$ cat config.mk
export PLATFORM = sky130hd
export DESIGN_NAME = hs_bus_pair
export DESIGN_NICKNAME = d
export VERILOG_FILES = /design/src/rtl/hs_pkg.sv /design/src/rtl/hs_sync.sv /design/src/rtl/hs_master.sv /design/src/rtl/hs_slave.sv /design/src/rtl/hs_bus_pair.sv
export SDC_FILE = /design/constraint.sdc
export NUM_CORES = 1
export LEC_CHECK = 0
export BUFFER_PORTS_ARGS = -buffer_cell sky130_fd_sc_hd__buf_2
export CAP_MARGIN = 0
export CORE_UTILIZATION = 40
export DETAILED_ROUTE_END_ITERATION = 6
export HOLD_SLACK_MARGIN = 0.02
export PLACE_DENSITY = 0.67
export REMOVE_ABC_BUFFERS = 1
export SLEW_MARGIN = 5
export SYNTH_ARGS = -nofsm -noshare
export SYNTH_HDL_FRONTEND = slang
export SYNTH_SLANG_ARGS = --single-unit
$ cat constraint.sdc
create_clock -name clk -period 3.3 [get_ports clk]
set_input_delay 0.165 -clock clk [delete_from_list [all_inputs] [get_ports clk]]
set_output_delay 0.165 -clock clk [all_outputs]
set_load 0.005 [all_outputs]
$ cat src/rtl/hs_pkg.sv
package hs_pkg;
  typedef enum logic [1:0] {
    M_IDLE    = 2'd0,
    M_SETUP   = 2'd1,
    M_STROBE  = 2'd2,
    M_RELEASE = 2'd3
  } m_state_t;

  typedef enum logic [1:0] {
    S_IDLE = 2'd0,
    S_WORK = 2'd1,
    S_ACK  = 2'd2
  } s_state_t;
endpackage

$ cat src/rtl/hs_sync.sv
module hs_sync #(
  parameter int STAGES = 2
) (
  input  logic clk,
  input  logic rst,
  input  logic d,
  output logic q
);
  logic [STAGES-1:0] pipe;

  always_ff @(posedge clk) begin
    if (rst) pipe <= '0;
    else     pipe <= {pipe[STAGES-2:0], d};
  end

  assign q = pipe[STAGES-1];
endmodule

$ cat src/rtl/hs_master.sv
module hs_master
  import hs_pkg::*;
#(
  parameter int AW = 4,
  parameter int DW = 16,
  parameter int TW = 8,
  parameter int SYNC_STAGES = 2
) (
  input  logic          clk,
  input  logic          rst,
  input  logic          start,
  input  logic          wr,
  input  logic [AW-1:0] addr,
  input  logic [DW-1:0] wdata,
  input  logic [TW-1:0] to_limit,
  input  logic          ack_in,
  input  logic [DW-1:0] rdata_in,
  output logic          req,
  output logic          mreq,
  output logic          rd_sel,
  output logic [AW-1:0] bus_addr,
  output logic [DW-1:0] bus_wdata,
  output logic          busy,
  output logic          done,
  output logic          err,
  output logic [DW-1:0] rd_data
);
  m_state_t state;
  logic [TW-1:0] wait_cnt;
  logic ack_s;

  hs_sync #(.STAGES(SYNC_STAGES)) u_ack_sync (
    .clk(clk), .rst(rst), .d(ack_in), .q(ack_s)
  );

  always_ff @(posedge clk) begin
    if (rst) begin
      state     <= M_IDLE;
      wait_cnt  <= '0;
      req       <= 1'b0;
      mreq      <= 1'b0;
      rd_sel    <= 1'b0;
      bus_addr  <= '0;
      bus_wdata <= '0;
      done      <= 1'b0;
      err       <= 1'b0;
      rd_data   <= '0;
    end else begin
      done <= 1'b0;
      err  <= 1'b0;
      unique case (state)
        M_IDLE: begin
          if (start && !ack_s) begin
            bus_addr  <= addr;
            bus_wdata <= wdata;
            rd_sel    <= !wr;
            mreq      <= 1'b1;
            state     <= M_SETUP;
          end
        end
        M_SETUP: begin
          req      <= 1'b1;
          wait_cnt <= '0;
          state    <= M_STROBE;
        end
        M_STROBE: begin
          if (ack_s) begin
            if (rd_sel) rd_data <= rdata_in;
            req   <= 1'b0;
            state <= M_RELEASE;
          end else if (wait_cnt >= to_limit) begin
            req   <= 1'b0;
            mreq  <= 1'b0;
            err   <= 1'b1;
            state <= M_IDLE;
          end else begin
            wait_cnt <= wait_cnt + 1'b1;
          end
        end
        M_RELEASE: begin
          if (!ack_s) begin
            mreq  <= 1'b0;
            done  <= 1'b1;
            state <= M_IDLE;
          end
        end
        default: state <= M_IDLE;
      endcase
    end
  end

  assign busy = (state != M_IDLE);


  setup_first_chk: assert property (@(posedge clk) disable iff (rst)
    $rose(req) |-> $past(mreq));

  lines_hold_chk: assert property (@(posedge clk) disable iff (rst)
    (mreq && $past(mreq)) |-> ($stable(bus_addr) && $stable(rd_sel)));

  req_drop_chk: assert property (@(posedge clk) disable iff (rst)
    ($fell(req) && !err) |-> $past(ack_s));

  err_excl_chk: assert property (@(posedge clk) disable iff (rst)
    err |-> (!done && !req));
endmodule

$ cat src/rtl/hs_slave.sv
module hs_slave
  import hs_pkg::*;
#(
  parameter int AW = 4,
  parameter int DW = 16,
  parameter int LW = 6,
  parameter int SYNC_STAGES = 2
) (
  input  logic          clk,
  input  logic          rst,
  input  logic          req_in,
  input  logic          rd_sel,
  input  logic [AW-1:0] addr,
  input  logic [DW-1:0] wdata,
  input  logic [LW-1:0] delay,
  output logic          ack,
  output logic [DW-1:0] rdata
);
  localparam int DEPTH = 1 << AW;

  s_state_t state;
  logic [LW-1:0] work_cnt;
  logic req_s;
  logic do_access;
  logic [DW-1:0] mem [DEPTH];

  hs_sync #(.STAGES(SYNC_STAGES)) u_req_sync (
    .clk(clk), .rst(rst), .d(req_in), .q(req_s)
  );

  assign do_access = (state == S_WORK) && (work_cnt >= delay);

  always_ff @(posedge clk) begin
    if (do_access && !rd_sel) mem[addr] <= wdata;
  end

  always_ff @(posedge clk) begin
    if (rst) begin
      rdata <= '0;
    end else if (do_access && rd_sel) begin
      rdata <= mem[addr];
    end
  end

  always_ff @(posedge clk) begin
    if (rst) begin
      state    <= S_IDLE;
      work_cnt <= '0;
      ack      <= 1'b0;
    end else begin
      unique case (state)
        S_IDLE: begin
          work_cnt <= '0;
          if (req_s) state <= S_WORK;
        end
        S_WORK: begin
          if (do_access) begin
            ack   <= 1'b1;
            state <= S_ACK;
          end else begin
            work_cnt <= work_cnt + 1'b1;
          end
        end
        S_ACK: begin
          if (!req_s) begin
            ack   <= 1'b0;
            state <= S_IDLE;
          end
        end
        default: state <= S_IDLE;
      endcase
    end
  end


  start_after_req_chk: assert property (@(posedge clk) disable iff (rst)
    ($rose(state == S_WORK)) |-> $past(req_s));

  ack_hold_chk: assert property (@(posedge clk) disable iff (rst)
    (ack && req_s) |=> ack);

  rdata_hold_chk: assert property (@(posedge clk) disable iff (rst)
    (ack && $past(ack)) |-> $stable(rdata));

  ack_release_chk: assert property (@(posedge clk) disable iff (rst)
    $fell(ack) |-> !$past(req_s));
endmodule

$ cat src/rtl/hs_bus_pair.sv
module hs_bus_pair #(
  parameter int AW = 4,
  parameter int DW = 16,
  parameter int TW = 8,
  parameter int LW = 6,
  parameter int SYNC_STAGES = 2
) (
  input  logic          clk,
  input  logic          rst,
  input  logic          start,
  input  logic          wr,
  input  logic [AW-1:0] addr,
  input  logic [DW-1:0] wdata,
  input  logic [TW-1:0] to_limit,
  input  logic [LW-1:0] slv_delay,
  output logic          busy,
  output logic          done,
  output logic          err,
  output logic [DW-1:0] rd_data,
  output logic          bus_req,
  output logic          bus_ack,
  output logic          bus_mreq,
  output logic          bus_rd,
  output logic [AW-1:0] bus_addr,
  output logic [DW-1:0] bus_rdata
);
  logic [DW-1:0] bus_wdata;

  hs_master #(.AW(AW), .DW(DW), .TW(TW), .SYNC_STAGES(SYNC_STAGES)) u_master (
    .clk(clk), .rst(rst), .start(start), .wr(wr), .addr(addr), .wdata(wdata),
    .to_limit(to_limit), .ack_in(bus_ack), .rdata_in(bus_rdata),
    .req(bus_req), .mreq(bus_mreq), .rd_sel(bus_rd), .bus_addr(bus_addr),
    .bus_wdata(bus_wdata), .busy(busy), .done(done), .err(err), .rd_data(rd_data)
  );

  hs_slave #(.AW(AW), .DW(DW), .LW(LW), .SYNC_STAGES(SYNC_STAGES)) u_slave (
    .clk(clk), .rst(rst), .req_in(bus_req), .rd_sel(bus_rd), .addr(bus_addr),
    .wdata(bus_wdata), .delay(slv_delay), .ack(bus_ack), .rdata(bus_rdata)
  );
endmodule

==> metrics.cfg <==
[status]
status = finished clean

[worst_setup_path]
start_kind = flip-flop
critPathSlowestCell = or4_1
crit_chain = inv_1, ha_1, nand2b_4, a2111oi_4, o21ai_2, or4_1, or3_1, a31oi_1
critPathBufInv = 1
cpPeakStageDelay_ns = 0.55
critical_path.top_delay_family = simple AND/OR/NAND/NOR gates
cp_data_arrival_time_ns = 3.06
worstReg2RegStart = u_master.wait_cnt[0]
required_ns = 3.73
path_class = reg2reg
r2r_slack_ns = 0.66
end_kind = flip-flop
rr_endpoint = u_master.wait_cnt[5]
crit_fanout = 14
reg2reg_depth = 8

[sta]
setup_viol = 0
finalWorstSetupSlack_ns = 0.6626
rsz0062_at_grt = no
slew_headroom_pct = 36.88
worstMarginPinSlew_ns = 0.9454
period_minus_slack_ns = 2.637
period_share_pct = 79.92
maxSlewViolCount = 0
clock.fmax_mhz = 379.2
clock_skew_ns = 0.02197
hold_viol = 0

[synth]
seq_area_frac_synth_pct = 70.04
ys_ff_latch = 336
synth_warnings = 0
synth_edf_count = 256
yosysTopAreaCell = edfxtp_1
synth_area_um2 = 13260
synthCells = 808
yosys.area.top_type_share_pct = 57.96
synth.area.top_cells = edfxtp_1 58%, mux4_2 14%, dfxtp_1 12%
ys_types = 47
synth-async-reset-ratio_pct = 0
synth_ff_type = edfxtp_1
avgSynthCellArea_um2 = 16.41

[detailed_routing]
avgRoutedWirePerCell_um = 20.75
remaining_drc_errors = 0
drt-pass1-iter-count = 5
ant_nets = 0
drt_iter0_drc = 533
viasPerCell = 5.333
drt_wl_total_um = 29400
vias = 7557

[floorplanning]
dieWidth_um = 184.1
ioPinCount = 81
die_area_um2 = 33890
start_util_pct = 40.66
fp.dieH_um = 184.1
core_um2 = 32620
rows = 66

[clock_network]
clk_path_buf_depth = 3
cts_num_sinks = 336
cts_root_buf = clkbuf_16
cts_inserted_buffers = 34
cts_htree_levels = 2
post_cts_buffers = 0
post_cts_resized = 0
cts_tree = built
clk_latency_ns = 0.52
ctsHoldBuffers = 21
clkTransAtPathRegs_ns = 0.06

[global_routing]
grt_max_degree = 40
overflow = 0
grt_use_met3_pct = 2.292
antenna_found_initial = 0
met2_usage_pct = 29.52
grtUsageMet1_pct = 24.90
grt_busiest_layer = met2
grt_use_total_pct = 17.87
grt_pass1_wl_um = 44600
grt_pass1_vias = 7428

[placed_design]
placed_cell_area_um2 = 14500
pre_cts_ws_ns = 0.6920
hpwl_um = 18990
gp_congestion = 0.7871
io_buffers = 80

[cells_and_area]
nets = 1007
antenna_cells = 0
synthToLayoutAreaGrowth_pct = 19.45
final_area_um2 = 15840
mostFrequentLayoutCell = edfxtp_1
drive_above_1_share_pct = 27.90
seqCellArea_um2 = 9296
fillCellCount = 2695
mostFrequentLayoutCells = 256 x edfxtp_1, 87 x nand2_1, 80 x mux4_2, 80 x buf_2, 78 x dfxtp_1
multi_input_area_um2 = 3696

[power_and_ir_drop]
power.leakage_nw = 5.448
powerDensity_nw_per_um2 = 637.2
irDropWorstVdd_uv = 306.7

[hold_path]
hold_start = rst
hold_depth = 2
hold_path_class = in2reg
min_to = u_slave.u_req_sync.pipe[0]

[job]
max_cap_viol_count = 0

-- metrics by stage --
step	total power, mW	utilization, %	cells	setup TNS (ns)	hold WS [ns]
detailed placement	6.317	44.46	1334	0	0.3561
global route	10.46	48.57	1417	0	0.2204
finish	10.09	48.57	1417	0	0.2060
global placement	6.299	44.46	1334	0	0.3496
CTS	10.19	48.57	1417	0	0.1964
floorplan	5.863	-	762	-231.66	0.2341
-- how the worst max path moves through the flow --
stage	from	depth (start not counted)	to	slack (ns)
after floorplan	u_master.bus_addr[0]	2	u_slave.mem[5][0]	-1.65
after global placement	u_master.wait_cnt[0]	8	u_master.wait_cnt[5]	0.71
after detailed placement	u_master.wait_cnt[0]	8	u_master.wait_cnt[5]	0.69
after CTS	u_master.wait_cnt[0]	8	u_master.wait_cnt[5]	0.67
after global routing	u_slave.work_cnt[0]	10	u_slave.mem[0][10]	0.45
final	u_master.wait_cnt[0]	8	u_master.wait_cnt[5]	0.66
-- area by class of cell --
| cell class | count | share of cell area [%] |
|---|---|---|
| multi-input combinational | 391 | 23.33 |
| timing repair buffer | 151 | 6.539 |
| sequential | 336 | 58.68 |
| clock buffer | 49 | 6.113 |
| tap | 442 | 3.491 |
| inverter | 35 | 0.8293 |
| clock inverter | 13 | 1.019 |
-- worst reg2reg max path, cell delays in order (launching register included) --
cell and delay [ns]:
dfxtp_1 0.43, inv_1 0.08, ha_1 0.28, nand2b_4 0.15, a2111oi_4 0.35, o21ai_2 0.23
or4_1 0.56, or3_1 0.32, a31oi_1 0.16
-- kinds of logic (layout without fill, tap and decap cells) --
| logic type | Yosys count | in the layout | share of synthesized area [%] |
|---|---|---|---|
| DFF | 336 | 336 | 70.04 |
| muxes | 85 | 85 | 13.96 |
| and+or+nand+nor | 187 | 187 | 6.717 |
| adders and majority gates | 20 | 20 | 1.887 |
| AOI/OAI and AO/OA | 99 | 99 | 4.981 |
| buffers and inverters | 81 | 248 | 2.415 |
-- cell usage after synthesis (4+ instances only) --
cell type and instances:
buf_2 7, nand2_1 87, a31oi_1 11, nand3_1 11, mux2i_1 5, edfxtp_1 256
a21oi_1 46, nand2b_1 14, clkbuf_1 33, nand3b_1 5, o211ai_1 6, inv_1 35
nor2_1 26, nor4_1 4, dfxtp_1 80, o2bb2ai_1 16, buf_1 4, ha_1 20
or4_1 6, nor3_1 10, mux4_2 80, nor2b_1 8
-- routing by layer --
layer,vias to the layer above,share of wire [%]
met5,-,0
met4,0,2.0
met3,41,5.4
met2,244,49
met1,3844,43
li1,3428,-
-- sequential cells by signal (all words and copies together) (netlist names), 4 cells and up --
signal / flops
u_slave.work_cnt: 6
u_slave.rdata: 16
u_master.wait_cnt: 8
u_master.bus_wdata: 16
u_master.bus_addr: 4
u_slave.mem: 256
u_master.rd_data: 16
-- report_power, final --
part	total, mW	internal (mW)	switching [mW]
combinational	1.16	0.598	0.566
clock	3.87	2.30	1.57
sequential	5.06	4.77	0.295
total	10.1	7.66	2.43
Power figures use the tool's default switching activity.
